### src/rtl/regio_pkg.sv
package regio_pkg;
  localparam int unsigned WORD_W  = 16;
  localparam int unsigned CHAR_W  = 8;
  localparam int unsigned OPC_W   = 4;
  localparam int unsigned FIELD_W = WORD_W - OPC_W;
  localparam int unsigned IO_LSB  = 6;  // lowest bit naming an I/O operation

  localparam logic [OPC_W-1:0] OPC_REG = 4'h7;
  localparam logic [OPC_W-1:0] OPC_IO  = 4'hF;

  typedef enum logic [4:0] {
    OP_NONE, OP_CLA, OP_CLE, OP_CMA, OP_CME, OP_CIR, OP_CIL, OP_INC,
    OP_SPA, OP_SNA, OP_SZA, OP_SZE, OP_HLT,
    OP_INP, OP_OUT, OP_SKI, OP_SKO, OP_ION, OP_IOF
  } rio_op_e;
endpackage

### src/rtl/regio_decode.sv
module regio_decode
  import regio_pkg::*;
(
  input  logic [WORD_W-1:0] instr_i,
  output rio_op_e           op_o
);
  logic [OPC_W-1:0]   opc;
  logic [FIELD_W-1:0] field;
  int                 top_idx;
  logic               hit;

  assign opc   = instr_i[WORD_W-1 -: OPC_W];
  assign field = instr_i[FIELD_W-1:0];

  // highest set bit wins
  always_comb begin
    hit     = 1'b0;
    top_idx = 0;
    for (int i = 0; i < int'(FIELD_W); i++) begin
      if (field[i]) begin
        hit     = 1'b1;
        top_idx = i;
      end
    end
  end

  always_comb begin
    op_o = OP_NONE;
    if (hit && opc == OPC_REG) begin
      case (top_idx)
        11: op_o = OP_CLA;
        10: op_o = OP_CLE;
        9:  op_o = OP_CMA;
        8:  op_o = OP_CME;
        7:  op_o = OP_CIR;
        6:  op_o = OP_CIL;
        5:  op_o = OP_INC;
        4:  op_o = OP_SPA;
        3:  op_o = OP_SNA;
        2:  op_o = OP_SZA;
        1:  op_o = OP_SZE;
        default: op_o = OP_HLT;
      endcase
    end else if (hit && opc == OPC_IO && top_idx >= int'(IO_LSB)) begin
      case (top_idx)
        11: op_o = OP_INP;
        10: op_o = OP_OUT;
        9:  op_o = OP_SKI;
        8:  op_o = OP_SKO;
        7:  op_o = OP_ION;
        default: op_o = OP_IOF;
      endcase
    end
  end
endmodule

### src/rtl/regio_acc_unit.sv
module regio_acc_unit
  import regio_pkg::*;
(
  input  rio_op_e           op_i,
  input  logic [WORD_W-1:0] ac_i,
  input  logic              e_i,
  input  logic [CHAR_W-1:0] in_data_i,
  input  logic              in_flag_i,
  input  logic              out_flag_i,
  output logic [WORD_W-1:0] ac_nx_o,
  output logic              e_nx_o,
  output logic              skip_nx_o,
  output logic              halt_nx_o
);
  logic ac_zero, ac_neg;
  assign ac_zero = (ac_i == '0);
  assign ac_neg  = ac_i[WORD_W-1];

  always_comb begin
    ac_nx_o   = ac_i;
    e_nx_o    = e_i;
    skip_nx_o = 1'b0;
    halt_nx_o = 1'b0;
    unique case (op_i)
      OP_CLA: ac_nx_o = '0;
      OP_CLE: e_nx_o  = 1'b0;
      OP_CMA: ac_nx_o = ~ac_i;
      OP_CME: e_nx_o  = ~e_i;
      OP_CIR: {ac_nx_o, e_nx_o} = {e_i, ac_i};
      OP_CIL: {e_nx_o, ac_nx_o} = {ac_i, e_i};
      OP_INC: ac_nx_o = ac_i + 1'b1;
      OP_SPA: skip_nx_o = !ac_neg && !ac_zero;
      OP_SNA: skip_nx_o = ac_neg;
      OP_SZA: skip_nx_o = ac_zero;
      OP_SZE: skip_nx_o = !e_i;
      OP_HLT: halt_nx_o = 1'b1;
      OP_INP: ac_nx_o = {ac_i[WORD_W-1:CHAR_W], in_data_i};
      OP_SKI: skip_nx_o = in_flag_i;
      OP_SKO: skip_nx_o = out_flag_i;
      default: ;
    endcase
  end
endmodule

### src/rtl/regio_io_unit.sv
module regio_io_unit
  import regio_pkg::*;
(
  input  logic              clk_i,
  input  logic              rst_ni,
  input  logic              exec_i,
  input  rio_op_e           op_i,
  input  logic [CHAR_W-1:0] ac_lo_i,
  output logic              ien_o,
  output logic              in_ack_o,
  output logic [CHAR_W-1:0] out_data_o,
  output logic              out_we_o
);
  always_ff @(posedge clk_i or negedge rst_ni) begin
    if (!rst_ni) begin
      ien_o      <= 1'b0;
      in_ack_o   <= 1'b0;
      out_we_o   <= 1'b0;
      out_data_o <= '0;
    end else begin
      in_ack_o <= exec_i && op_i == OP_INP;
      out_we_o <= exec_i && op_i == OP_OUT;
      if (exec_i && op_i == OP_OUT) out_data_o <= ac_lo_i;
      if (exec_i && op_i == OP_ION) ien_o <= 1'b1;
      else if (exec_i && op_i == OP_IOF) ien_o <= 1'b0;
    end
  end

  a_r12_ien_hold: assert property (@(posedge clk_i) disable iff (!rst_ni)
    !exec_i |=> $stable(ien_o));
  a_r10_out_we_strobed: assert property (@(posedge clk_i) disable iff (!rst_ni)
    out_we_o |-> $past(exec_i));
  a_r10_out_data_hold: assert property (@(posedge clk_i) disable iff (!rst_ni)
    !exec_i |=> $stable(out_data_o));
endmodule

### src/rtl/regio_exec.sv
module regio_exec
  import regio_pkg::*;
(
  input  logic              clk_i,
  input  logic              rst_ni,
  input  logic              exec_i,
  input  logic [WORD_W-1:0] instr_i,
  input  logic [WORD_W-1:0] ac_i,
  input  logic              e_i,
  input  logic [CHAR_W-1:0] in_data_i,
  input  logic              in_flag_i,
  input  logic              out_flag_i,
  output logic [WORD_W-1:0] ac_o,
  output logic              e_o,
  output logic              skip_o,
  output logic              halt_o,
  output logic              ien_o,
  output logic              in_ack_o,
  output logic [CHAR_W-1:0] out_data_o,
  output logic              out_we_o
);
  rio_op_e           op;
  logic [WORD_W-1:0] ac_nx;
  logic              e_nx, skip_nx, halt_nx;

  regio_decode u_dec (.instr_i(instr_i), .op_o(op));

  regio_acc_unit u_acc (
    .op_i(op), .ac_i(ac_i), .e_i(e_i), .in_data_i(in_data_i),
    .in_flag_i(in_flag_i), .out_flag_i(out_flag_i),
    .ac_nx_o(ac_nx), .e_nx_o(e_nx), .skip_nx_o(skip_nx), .halt_nx_o(halt_nx)
  );

  regio_io_unit u_io (
    .clk_i(clk_i), .rst_ni(rst_ni), .exec_i(exec_i), .op_i(op),
    .ac_lo_i(ac_i[CHAR_W-1:0]), .ien_o(ien_o), .in_ack_o(in_ack_o),
    .out_data_o(out_data_o), .out_we_o(out_we_o)
  );

  always_ff @(posedge clk_i or negedge rst_ni) begin
    if (!rst_ni) begin
      ac_o   <= '0;
      e_o    <= 1'b0;
      skip_o <= 1'b0;
      halt_o <= 1'b0;
    end else begin
      skip_o <= exec_i && skip_nx;
      halt_o <= exec_i && halt_nx;
      if (exec_i) begin
        ac_o <= ac_nx;
        e_o  <= e_nx;
      end
    end
  end

  a_r2_result_hold: assert property (@(posedge clk_i) disable iff (!rst_ni)
    !exec_i |=> ($stable(ac_o) && $stable(e_o)));
  a_r8_skip_strobed: assert property (@(posedge clk_i) disable iff (!rst_ni)
    skip_o |-> $past(exec_i));
  a_r7_halt_strobed: assert property (@(posedge clk_i) disable iff (!rst_ni)
    halt_o |-> $past(exec_i));
  a_r13_single_effect: assert property (@(posedge clk_i) disable iff (!rst_ni)
    $onehot0({skip_o, halt_o, in_ack_o, out_we_o}));
endmodule

### config.mk
export PLATFORM = sky130hd
export DESIGN_NAME = regio_exec
export DESIGN_NICKNAME = d
export VERILOG_FILES = /design/src/rtl/regio_pkg.sv /design/src/rtl/regio_decode.sv /design/src/rtl/regio_acc_unit.sv /design/src/rtl/regio_io_unit.sv /design/src/rtl/regio_exec.sv
export SDC_FILE = /design/constraint.sdc
export NUM_CORES = 1
export LEC_CHECK = 0
export CAP_MARGIN = 20
export CORE_MARGIN = 10
export CORE_UTILIZATION = 43
export CTS_CLUSTER_SIZE = 25
export DETAILED_ROUTE_END_ITERATION = 10
export GPL_TIMING_DRIVEN = 0
export PLACE_DENSITY = 0.78
export SLEW_MARGIN = 20
export SYNTH_ARGS = -nofsm -noshare
export SYNTH_HDL_FRONTEND = slang
export SYNTH_SLANG_ARGS = --single-unit
### constraint.sdc
create_clock -name clk_i -period 0.8 [get_ports clk_i]
set_input_delay 0.2 -clock clk_i [delete_from_list [all_inputs] [get_ports clk_i]]
set_output_delay 0.2 -clock clk_i [all_outputs]
set_load 0.02 [all_outputs]
-- Word-level counts from Yosys, hierarchy flattened
Memories as Yosys holds them, arrays and structs flattened.
Index checks and enable logic that the tools add are counted.
- add/sub/neg operators: 1
- $lt $le $gt $ge: 1
- eq/ne operators: 25
- mux-type cells: 33
- bitwise operators: 2
- reductions and logical operators: 16
- operators with widths (kind ; count):
    one-hot mux 16 bit (6 select lines) ; 1
    equality test 5 x 4 -> 1 bit (second input constant) ; 8
    logical NOT 28 bit (first input constant) ; 1
    one-hot mux 5 bit (5 select lines) ; 1
    equality test 4 bit (second input constant) ; 5
    equality test 5 x 3 -> 1 bit (second input constant) ; 4
    adder 16 x 1 -> 16 bit (second input constant) ; 1
    logical NOT 16 bit ; 1
    two-way mux 1 bit ; 16
    two-way mux 4 bit ; 4
    inverter 16 bit ; 1
    equality test 5 bit (second input constant) ; 3
    two-way mux 5 bit ; 3
    two-way mux 3 bit ; 4
    equality test 5 x 2 -> 1 bit (second input constant) ; 2
    logical AND 1 bit ; 10
    equality test 4 x 3 -> 1 bit (second input constant) ; 2
    one-hot mux 1 bit (6 select lines) ; 1
    equality test 5 x 1 -> 1 bit (second input constant) ; 1
    greater-or-equal comparator 4 x 3 -> 1 bit (second input constant) ; 1
    two-way mux 2 bit ; 2
    one-hot mux 1 bit (4 select lines) ; 1
    logical NOT 1 bit ; 3
    nonzero test 2 bit ; 1
    inverter 1 bit ; 1
- flip-flop bits (word level): 30
- memory bits (read-only): 64
- input bits: 46
- output and inout bits: 30
- word-level logic and storage cells: 87
- memories kept: 1
- memory list (memory ; depth ; width ; read ports ; clocked after Yosys merged registers in ; write ports ; line ; source):
    (no name shown) ; 16 ; 4 ; 1 ; 0 ; 0 ; regio_decode.sv:30 ; case (top_idx)

-- Longest topological paths before layout
Gate-level depths: netlist (run 1).
- word-level depth: 20
- depth in mapped cells: 15
- depth with buffers taken out: 14

-- Cells and area by module
From an unflattened synthesis (run 1), not the netlist that was laid out.
- cell total of the unflattened synthesis: 282
- area, all modules: 2602.5 sq um
- modules (own cells, without submodules) (module ; instances ; cells an instance ; area an instance (sq um) ; seq. area each (sq um)):
    regio_acc_unit ; 1 ; 167 ; 1094.8 ; 0.0
    regio_exec ; 1 ; 40 ; 743.2 ; 475.5
    regio_io_unit ; 1 ; 28 ; 435.4 ; 275.3
    regio_decode ; 1 ; 47 ; 329.1 ; 0.0

-- Worst setup path after synthesis (run 1)
Ideal clock, no wire load.
- path type: input-to-reg
- start point: input instr_i[7]
- end point: register ac_o[3]
- library setup time: 0.137 ns
- arrival time: 2.823 ns
- path slack: -2.159 ns
- stages: 13
- buffers on the path: 1
- path through: or3_1 -> o21ai_0 -> inv_1 -> ha_1 -> nor3_1 -> nor3_1 -> a21o_1 -> nor3_4 -> a31oi_4 -> nor2b_4 -> buf_6 -> a221oi_2 -> a21oi_1
- word-level cells in the longest chain between the ends: 11
- elaborated cells between the ends (all ways): 31
- ends and longest elaborated chain (item ; line ; source):
    start: declaration ; regio_exec.sv:7 ; input logic [WORD_W-1:0] instr_i,
    two-way mux 3 bit / two-way mux 1 bit (equally long branches) ; regio_decode.sv:20 ; if (field[i]) begin
    two-way mux 4 bit / two-way mux 1 bit (equally long branches) (4 in a row) ; regio_decode.sv:20 ;
    greater-or-equal comparator 4 x 3 -> 1 bit, or another cell as far along ; regio_decode.sv:44 ; end else if (hit && opc == OPC_IO && top_idx >= int'(IO_LSB)) begin
    logical AND 1 bit / one-hot mux 5 bit (5 select lines) (equally long branches) ; regio_decode.sv:44, regio_decode.sv:45 ;
    two-way mux 5 bit ; regio_decode.sv:44 ;
    two-way mux 5 bit (*) ; regio_decode.sv:29 ; if (hit && opc == OPC_REG) begin
    equality test 5 x 4 -> 1 bit, or another cell as far along ; regio_acc_unit.sv:24 ; unique case (op_i)
    one-hot mux 16 bit (6 select lines) (*) ; regio_acc_unit.sv:24 ;
    end signal: assignment ; regio_exec.sv:50 ; ac_o <= ac_nx;
    end: declaration ; regio_exec.sv:13 ; output logic [WORD_W-1:0] ac_o,
Every way passes the cells marked *; elsewhere a longest branch is shown, timed or not.
A chain may end at the register's enable or synchronous reset.

-- Worst setup path after layout (run 1)
- start point: input instr_i[9]
- end point: register ac_o[6]
- word-level cells in the longest chain between the ends: 9
- elaborated cells between the ends (all ways): 27
- ends and longest elaborated chain (item ; line):
    two-way mux 4 bit / two-way mux 1 bit (equally long branches) (3 in a row) ; regio_decode.sv:20
    greater-or-equal comparator 4 x 3 -> 1 bit, or another cell as far along ; regio_decode.sv:44
    logical AND 1 bit / one-hot mux 5 bit (5 select lines) (equally long branches) ; regio_decode.sv:44, regio_decode.sv:45
    two-way mux 5 bit ; regio_decode.sv:44
    two-way mux 5 bit (*) ; regio_decode.sv:29
    equality test 5 x 4 -> 1 bit, or another cell as far along ; regio_acc_unit.sv:24
    one-hot mux 16 bit (6 select lines) (*) ; regio_acc_unit.sv:24
Marks and branches as above.

==> results of run 1 <==
## power by group through the flow
| stage | Combinational [µW] | Sequential [µW] | Clock (µW) |
|---|---|---|---|
| floorplan | 505 | 1820 | 0 |
| global placement | 1240 | 1690 | 0 |
| detailed placement | 1260 | 1690 | 0 |
| CTS | 1570 | 1690 | 1350 |
| global route | 1910 | 1700 | 1410 |
| finish | 1830 | 1690 | 1380 |
## state kept, by name (all words and copies together) (netlist names)
name	cells
u_io.out_we_o	1
u_io.ien_o	1
ac_o	16
u_io.in_ack_o	1
halt_o	1
skip_o	1
u_io.out_data_o	8
e_o	1
## metrics by stage
step | power [µW] | TNS (ps) | setup WS, ps | std cells
after floorplan | 2320 | -52110 | -1860 | 312
after global placement | 2930 | -121120 | -2880 | 455
after detailed placement | 2960 | -91340 | -2870 | 455
after CTS | 4600 | -57010 | -1810 | 503
after global routing | 5030 | -66270 | -2150 | 528
final | 4890 | -62780 | -2020 | 528
## critical path, stage by stage
cell      delay, ps
buf_8            90
or3_4           400
o21ai_4         210
buf_4           160
ha_4            160
nor3_4           50
buf_6           110
nor3_4          280
buf_6           150
a211oi_4         40
nor3_4          330
buf_6           180
nand2_1          80
a221oi_2        380
nor3_4           90
o22ai_2         120
## per-layer routing
| layer | global-route usage, % | routed length, µm | part of all wire, % | vias up |
|---|---|---|---|---|
| met2 | 35.0 | 5290 | 44 | 376 |
| li1 | - | - | - | 1483 |
| met1 | 25.4 | 4340 | 36 | 1643 |
| met3 | 5.69 | 1560 | 13 | 99 |
| met5 | 0 | 0 | 0 | - |
| met4 | 11.6 | 847 | 7.0 | 0 |
## final cells by class
type	instances	area share [%]
well taps	75	2.08
plain buffers	20	2.77
inverters	12	1.27
repair buffers	136	28.5
flip-flops and latches	30	16.6
clock inverters	2	0.277
clock buffers	6	1.83
multi-input cells	247	46.7
## placed cells by master (no fill, tap or decap), types with 3 or more instances in the layout
master / count
a21oi_1: 20
clkbuf_8: 6
clkdlybuf4s50_1: 25
a222oi_1: 5
buf_6: 50
nor4_1: 3
and3_4: 4
nand3_1: 11
or3_4: 3
dfrtp_1: 30
clkbuf_1: 12
o22ai_2: 4
buf_2: 4
a22oi_1: 4
nor3_4: 7
nor2_2: 3
nor2_1: 32
inv_1: 9
nor3_1: 8
and3_1: 6
o21ai_0: 7
a31oi_1: 20
o21ai_1: 7
o31ai_2: 3
buf_8: 4
nand2_2: 3
nand2_1: 9
a221oi_2: 4
mux2_4: 8
buf_4: 56
ha_4: 5
o211ai_1: 4
## how the worst max path moves through the flow
stage | slack [ps] | depth (start not counted) | endpoint
after floorplan | -1860 | 12 | ac_o[3]
after global placement | -2880 | 16 | ac_o[6]
after detailed placement | -2870 | 16 | ac_o[2]
after CTS | -1810 | 15 | ac_o[6]
after global routing | -2150 | 19 | ac_o[6]
final | -2020 | 16 | ac_o[6]
## what timing repair did
item,4_1_cts,5_1_grt
setup buffers,43,26
gates cloned,1,0
setup endpoints to repair,60,60
endpoints found under the hold margin,30,4
pin swaps,49,31
gates resized for setup,318,32
## kinds of logic after synthesis
family	after synthesis
and+or+nand+nor	120
AOI/OAI and AO/OA	107
buffers and inverters	35
DFF	30
muxes	11
adders and majority gates	7
xor gates and xnor gates	2
==> impl_metrics.ini, run 1 <==
[global_routing]
grt_pass1_vias = 3384
grt_max_degree = 31
grt_overflow = 0
grt_pass1_wl_um = 17300
grt_usage_pct = 21.6
antenna_found_initial = 0

[floorplan]
dieHeight_um = 97.3
die_x_um = 97.3
core_area_um2 = 5850
placementRows = 28
initial_core_util_pct = 43.9
ios = 76
dieArea_um2 = 9460

[critical_path]
reg2reg_depth = 3
cp-start-kind = primary input
reg2reg_to = ac_o[5]
worstPathRequired_ps = 1010
cp-end-kind = flop
path_max_fanout = 5
worstPathArrival_ps = 3040
critPathLaunch = instr_i[9]
rr_startpoint = ac_o[5]
critPathKind = primary input to flop
r2r_setup_slack_ps = -120

[route]
wire_per_inst_um = 22.8
drt_wl_total_um = 12000
first_iter_violations = 760
drt_pass1_iterations = 7
ant_nets = 0
vias_per_cell = 6.82
drc = 0
vias = 3601

[placed_design]
hpwlAfterDp_um = 6550
gp_congestion = 0.941
placed_area_um2 = 3410
portBuffers = 68

[synth]
netlist_top_cells_area = dfrtp_1, nor2_1, a31oi_1
muxShareOfSynthArea_pct = 4.68
synth.avg_cell_area_um2 = 8.23
synth-main-ff-cell = dfrtp_1
ys_ff_latch = 30
synth_edf_count = 0
synth_cells = 312
yosysTopAreaCell = dfrtp_1
synthSimpleGateAreaFrac_pct = 26.6
async_flop_share_pct = 100
synthXorXnorAreaFrac_pct = 0.682
synth-seq-area-share_pct = 29.2
synth.distinct_cells = 62
netlist.area_leader.share_pct = 29.2
synth_top_family_by_area = compound AO/OA/AOI/OAI gates
synth_most_common_cell = nor2_1
synthAdderAreaFrac_pct = 3.41
yosys-top-cells-count = nor2_1, dfrtp_1, a21oi_1
ys_warn_count = 0
synth_fp_nets = 365
synth_compound_area_share_pct = 29.2
syn_area_um2 = 2570

[timing]
setup_violations = 60
period_needed_ps = 2820
skew_ps = 0
timing.fmax_ghz = 0.354
setup_ws_ps = -2020
whs_ps = -84.2
rsz0062_at_grt = yes
hold_viol_final = 30
slew_viol_final = 0
tightest_slew_ps = 799
finalCritPeriodShare_pct = 353
worst_slew_margin_rel_pct = 46.3

[clock_network]
cts_tree = yes
htree_levels = 2
cts_buffers = 5
clock-sinks = 30
clockBufferDepth = 2
root_buffer = clkbuf_8
clkLatencyLatePin_ps = 290
cts.clk_slew.worst_paths_ps = 80

[min_path]
min_path_type = primary input to async pin

[pwr]
vdd_ir_drop_max_mv = 0.948
combPwrFrac_pct = 37.3
p_per_area_nw_per_um2 = 1080
p_sw_uw = 1700
power_frac_seq_pct = 34.5
switching_share_pct = 34.7
clkPwrFrac_pct = 28.1
leakagePower_uw = 0.00188
p_int_uw = 3190

[cells_and_area]
fin_area_um2 = 4520
n_fill_cell = 335
drive_gt1_share_pct = 45.7
layout.nets = 505
utilization_pct = 77.3
area_growth_syn_to_layout_pct = 76.1
regArea_um2 = 751
multi_input_area_um2 = 2110
antennaDiodeCount = 0

[job]
cap_violations = 0

[outcome]
status = finished with violations
violations = hold timing, setup timing
No activity file was read; power rests on OpenSTA's default activity.
==> inputs of run 2 (changes only) <==
CORE_ASPECT_RATIO = 1.5   (was default)
==> run 2 against run 1 <==
The run still ends with hold timing, setup timing left. Wire length shrank 10%. Largest power group unchanged. Non-clock buffer count shrank 1. Cell area shrank 1.2%. Register-to-register slack lost 110 ps. Cell count shrank 0.76%. Utilization shrank 0.083 points. Power shrank 2.4%. Sequential power is essentially flat. Via count shrank 6.2%.
==> impl_metrics.ini, run 2 (synthesized netlist as in run 1, its figures left out) <==
[critical_path]
slowest_delay_ps = 410
cp-start-kind = primary input
reg2reg_depth = 4
cp_num_cells = 12
critPathBufInv = 2
crit_chain = buf_8, or3_4, o21ai_4, inv_2, ha_4, nor3_4, nor3_2, or3_4, a31oi_4, nor2b_4, a21oi_1, a31oi_1
worstPathArrival_ps = 2960
cpLargestDelayFamily = simple AND/OR/NAND/NOR gates
worstPathRequired_ps = 1010
path_max_fanout = 8
cp-end-kind = flop
reg2reg_to = ac_o[5]
rr_startpoint = ac_o[5]
crit_path_frequent_cell = or3_4
worst_path_max_delay_cell = or3_4
critPathKind = primary input to flop
r2r_setup_slack_ps = -230

[clock_network]
cts_buffers = 5
cts.clk_slew.worst_paths_ps = 70
clockBufferDepth = 2
cts_tree = yes
htree_levels = 2
root_buffer = clkbuf_8
clock-sinks = 30
clkLatencyLatePin_ps = 290

[global_routing]
grt_overflow = 0
grt_pass1_wl_um = 15500
grt_pass1_vias = 3126
top_usage_layer = met2
antenna_found_initial = 0
gr-usage-met1_pct = 19.7
grtUsageMet2_pct = 36.6
grt_usage_pct = 19.5
grt_max_degree = 31
gr-usage-met3_pct = 3.42

[timing]
worst_slew_margin_rel_pct = 39.9
hold_viol_final = 30
setup_violations = 60
period_needed_ps = 2750
tightest_slew_ps = 894
skew_ps = 0
rsz0062_at_grt = yes
finalCritPeriodShare_pct = 344
whs_ps = -63.8
slew_viol_final = 0
setup_ws_ps = -1950
timing.fmax_ghz = 0.363
fin_setup_tns_ps = -60640

[route]
vias = 3377
ant_nets = 0
first_iter_violations = 491
drc = 0
drt_wl_total_um = 10800
vias_per_cell = 6.44
wire_per_inst_um = 20.6
drt_pass1_iterations = 7

[job]
cap_violations = 0

[cells_and_area]
n_fill_cell = 379
area_growth_syn_to_layout_pct = 73.9
largest_reg_flops = 16
utilization_pct = 77.2
stdcell_count = 524
drive_gt1_share_pct = 44.7
multi_input_area_um2 = 2100
regMostFlops = ac_o
layout.nets = 504
top_regs = ac_o x16, u_io.out_data_o x8
mostFrequentLayoutCells = buf_4, buf_6, nor2_1, dfrtp_1, clkdlybuf4s50_1
antennaDiodeCount = 0
regArea_um2 = 751
layout_commonest_cell = buf_4

[placed_design]
hpwlAfterDp_um = 6880
place_inst = 452
gp_congestion = 0.927
portBuffers = 68

[floorplan]
placementRows = 34
ios = 76
core_area_um2 = 5790
dieArea_um2 = 9530
initial_core_util_pct = 44.4
die_x_um = 83.1
dieHeight_um = 115

[pwr]
p_per_area_nw_per_um2 = 1070
leakagePower_uw = 0.00187
vdd_ir_drop_max_mv = 0.628

[min_path]
min_path_type = primary input to async pin

[outcome]
status = finished with violations
violations = hold timing, setup timing
run 2: layer usage:
metal	vias up	share of wire, %
met2	233	52
met1	1594	36
met5	-	0
li1	1483	-
met4	0	5.7
met3	67	6.6
run 2: layout make-up:
cell class	count	share of cell area, %
Sequential cell	30	16.8
Timing Repair Buffer	135	28.3
Clock inverter	2	0.280
Buffer	20	2.77
Tap cell	72	2.02
Clock buffer	6	1.85
Multi-Input combinational cell	247	47.0
Inverter	12	1.01
run 2: worst max-delay path by stage:
stage                           from       to  slack [ps]
after floorplan           instr_i[7]  ac_o[3]       -1860
after global placement    instr_i[4]  ac_o[6]       -2850
after detailed placement  instr_i[4]  ac_o[2]       -2900
after CTS                 instr_i[9]  ac_o[2]       -1850
after global routing      instr_i[9]  ac_o[7]       -2070
final                     instr_i[9]  ac_o[7]       -1950
run 2: per-stage QoR:
step | area [µm²] | hold slack, ps | total power (µW) | worst slack [ps]
floorplan | 2640 | -95.6 | 2320 | -1860
global placement | 3410 | 489 | 2940 | -2850
detailed placement | 3410 | 274 | 2970 | -2900
CTS | 4110 | -36.1 | 4540 | -1850
global route | 4470 | -3.64 | 4930 | -2070
finish | 4470 | -63.8 | 4770 | -1950
run 2: repair_timing:
action	in CTS	in global routing
endpoints found under the setup margin	60	60
hold endpoints to repair	30	10
setup buffers	34	32
gates resized for setup	314	28
pin swaps	44	20
cloned	1	0
run 2: power breakdown:
part | switching, µW | internal (µW) | total [µW]
clock | 640 | 691 | 1330
sequential | 72.3 | 1620 | 1690
combinational | 891 | 863 | 1750
==> inputs of run 3 (changes only) <==
CORE_UTILIZATION = 45   (was 43)
DONT_BUFFER_PORTS = 1   (was default)
PLACE_DENSITY = 0.63   (was 0.78)
==> run 3 against run 2 <==
The flow still finishes with violations (hold timing, setup timing). Utilization down 9.7 points. Sequential share of layout area up 4.4 points. Wire length shrank 2.9%. Fmax up 6.0%. Cell area down 17%. First-iteration DRC count grew 5.7%. Clock-buffer cell count rose by 1. Via count down 9.9%. Combinational power shrank 45%. Setup slack better by 160 ps. Cell count fell by 17%. Worst hold slack lost 330 ps. Critical path type unchanged. Critical endpoint is now ac_o[3].
==> impl_metrics.ini, run 3 (synthesized netlist as in run 1, its figures left out) <==
[outcome]
status = finished with violations
violations = hold timing, setup timing

[pwr]
leakagePower_uw = 0.00140
p_per_area_nw_per_um2 = 1100
vdd_ir_drop_max_mv = 0.611

[floorplan]
ios = 76
dieHeight_um = 113
initial_core_util_pct = 46.8
dieArea_um2 = 9190
core_area_um2 = 5490
placementRows = 33
die_x_um = 81.7

[route]
drc = 0
first_iter_violations = 519
wl_met2_um = 5370
routed-wl-met3_um = 1170
vias = 3041
drt_pass1_iterations = 8
wire_per_inst_um = 24.1
ant_nets = 0
drt_wl_total_um = 10500
vias_per_cell = 7.01
top_layer = met4
wl_met1_um = 3350

[critical_path]
path_max_fanout = 6
cp-end-kind = flop
worstPathRequired_ps = 1000
crit_chain = nand2b_4, a221oi_4, o21ai_4, buf_6, ha_4, inv_2, a311o_1, o211a_4, buf_8, nor4b_4, buf_6, buf_6, nand2_2, o221ai_2, a221oi_2, a21oi_1
critPathBufInv = 5
worstPathArrival_ps = 2800
crit_path_frequent_cell = buf_6
reg2reg_to = u_io.out_data_o[3]
worst_path_max_delay_cell = a311o_1
cp-start-kind = primary input
cpLargestDelayFamily = compound AO/OA/AOI/OAI gates
r2r_setup_slack_ps = -60
critPathKind = primary input to flop
reg2reg_depth = 1
slowest_delay_ps = 370
rr_startpoint = u_io.out_data_o[3]

[cells_and_area]
regMostFlops = ac_o
antennaDiodeCount = 0
area_growth_syn_to_layout_pct = 44.4
multi_input_area_um2 = 2120
drive_gt1_share_pct = 48.4
mostFrequentLayoutCells = nor2_1, buf_4, dfrtp_2, a31oi_1, buf_6
n_fill_cell = 413
layout.nets = 416
top_regs = ac_o x16, u_io.out_data_o x8
stdcell_count = 434
layout_commonest_cell = nor2_1
largest_reg_flops = 16
regArea_um2 = 788

[global_routing]
grt_pass1_wl_um = 15100
grt_pass1_vias = 2921
grt_overflow = 0
antenna_found_initial = 0
grt_usage_pct = 20.6
grt_max_degree = 31

[timing]
setup_violations = 60
finalCritPeriodShare_pct = 325
worst_slew_margin_rel_pct = 47.3
hold_viol_final = 30
whs_ps = -398
skew_ps = 0
setup_ws_ps = -1800
fin_setup_tns_ps = -54430
rsz0062_at_grt = yes
timing.fmax_ghz = 0.385
period_needed_ps = 2600
tightest_slew_ps = 783
slew_viol_final = 0

[clock_network]
clockBufferDepth = 2
root_buffer = clkbuf_8
cts_tree = yes
cts.clk_slew.worst_paths_ps = 70
clock-sinks = 30
cts_buffers = 5
clkLatencyLatePin_ps = 280
htree_levels = 2

[min_path]
min_path_type = primary input to async pin

[placed_design]
portBuffers = 0
hpwlAfterDp_um = 6610
place_inst = 382
gp_congestion = 0.888

[job]
cap_violations = 0
[run 3: power by group]
part / switching, µW / internal [µW] / total (µW)
clock: 585 / 693 / 1280
sequential: 197 / 1640 / 1830
combinational: 536 / 420 / 956
total: 1320 / 2750 / 4070
[run 3: how the worst max path moves through the flow]
stage	from	endpoint	slack, ps	cells after the start
finish	instr_i[2]	ac_o[3]	-1800	16
global route	instr_i[2]	ac_o[3]	-1920	16
CTS	instr_i[7]	ac_o[2]	-1700	13
detailed placement	instr_i[6]	ac_o[6]	-2440	14
global placement	instr_i[6]	ac_o[6]	-2400	14
floorplan	instr_i[7]	ac_o[3]	-1860	12
[run 3: repair_timing]
action,in CTS,in global routing
cloned,2,0
setup endpoints to repair,60,60
buffers inserted,21,26
pin swaps,24,33
resized for setup,90,61
endpoints found under the hold margin,30,30
[run 3: cell type report]
cell class | count | share of cell area (%)
flip-flops and latches | 30 | 21.3
clock inverters | 1 | 0.135
inverters | 12 | 1.28
well taps | 70 | 2.36
clock buffers | 7 | 2.33
multi-input cells | 247 | 57.1
repair buffers | 46 | 11.6
plain buffers | 21 | 3.95
[run 3: metrics by stage]
| stage | total power [µW] | hold WS, ps | instance area (µm²) | setup WS (ps) | util (%) |
|---|---|---|---|---|---|
| finish | 4070 | -398 | 3710 | -1800 | 67.5 |
| global route | 4210 | -402 | 3710 | -1920 | 67.5 |
| CTS | 3900 | -400 | 3310 | -1700 | 60.2 |
| detailed placement | 2480 | -94.3 | 2730 | -2440 | 49.7 |
| global placement | 2470 | -94.3 | 2730 | -2400 | 49.7 |
| floorplan | 2320 | -95.6 | 2640 | -1860 | - |
[run 3: metal layers]
metal	global-route usage (%)	vias to the layer above
met5	0	-
li1	-	1311
met4	10.3	0
met1	21.6	1446
met3	5.51	52
met2	36.1	232
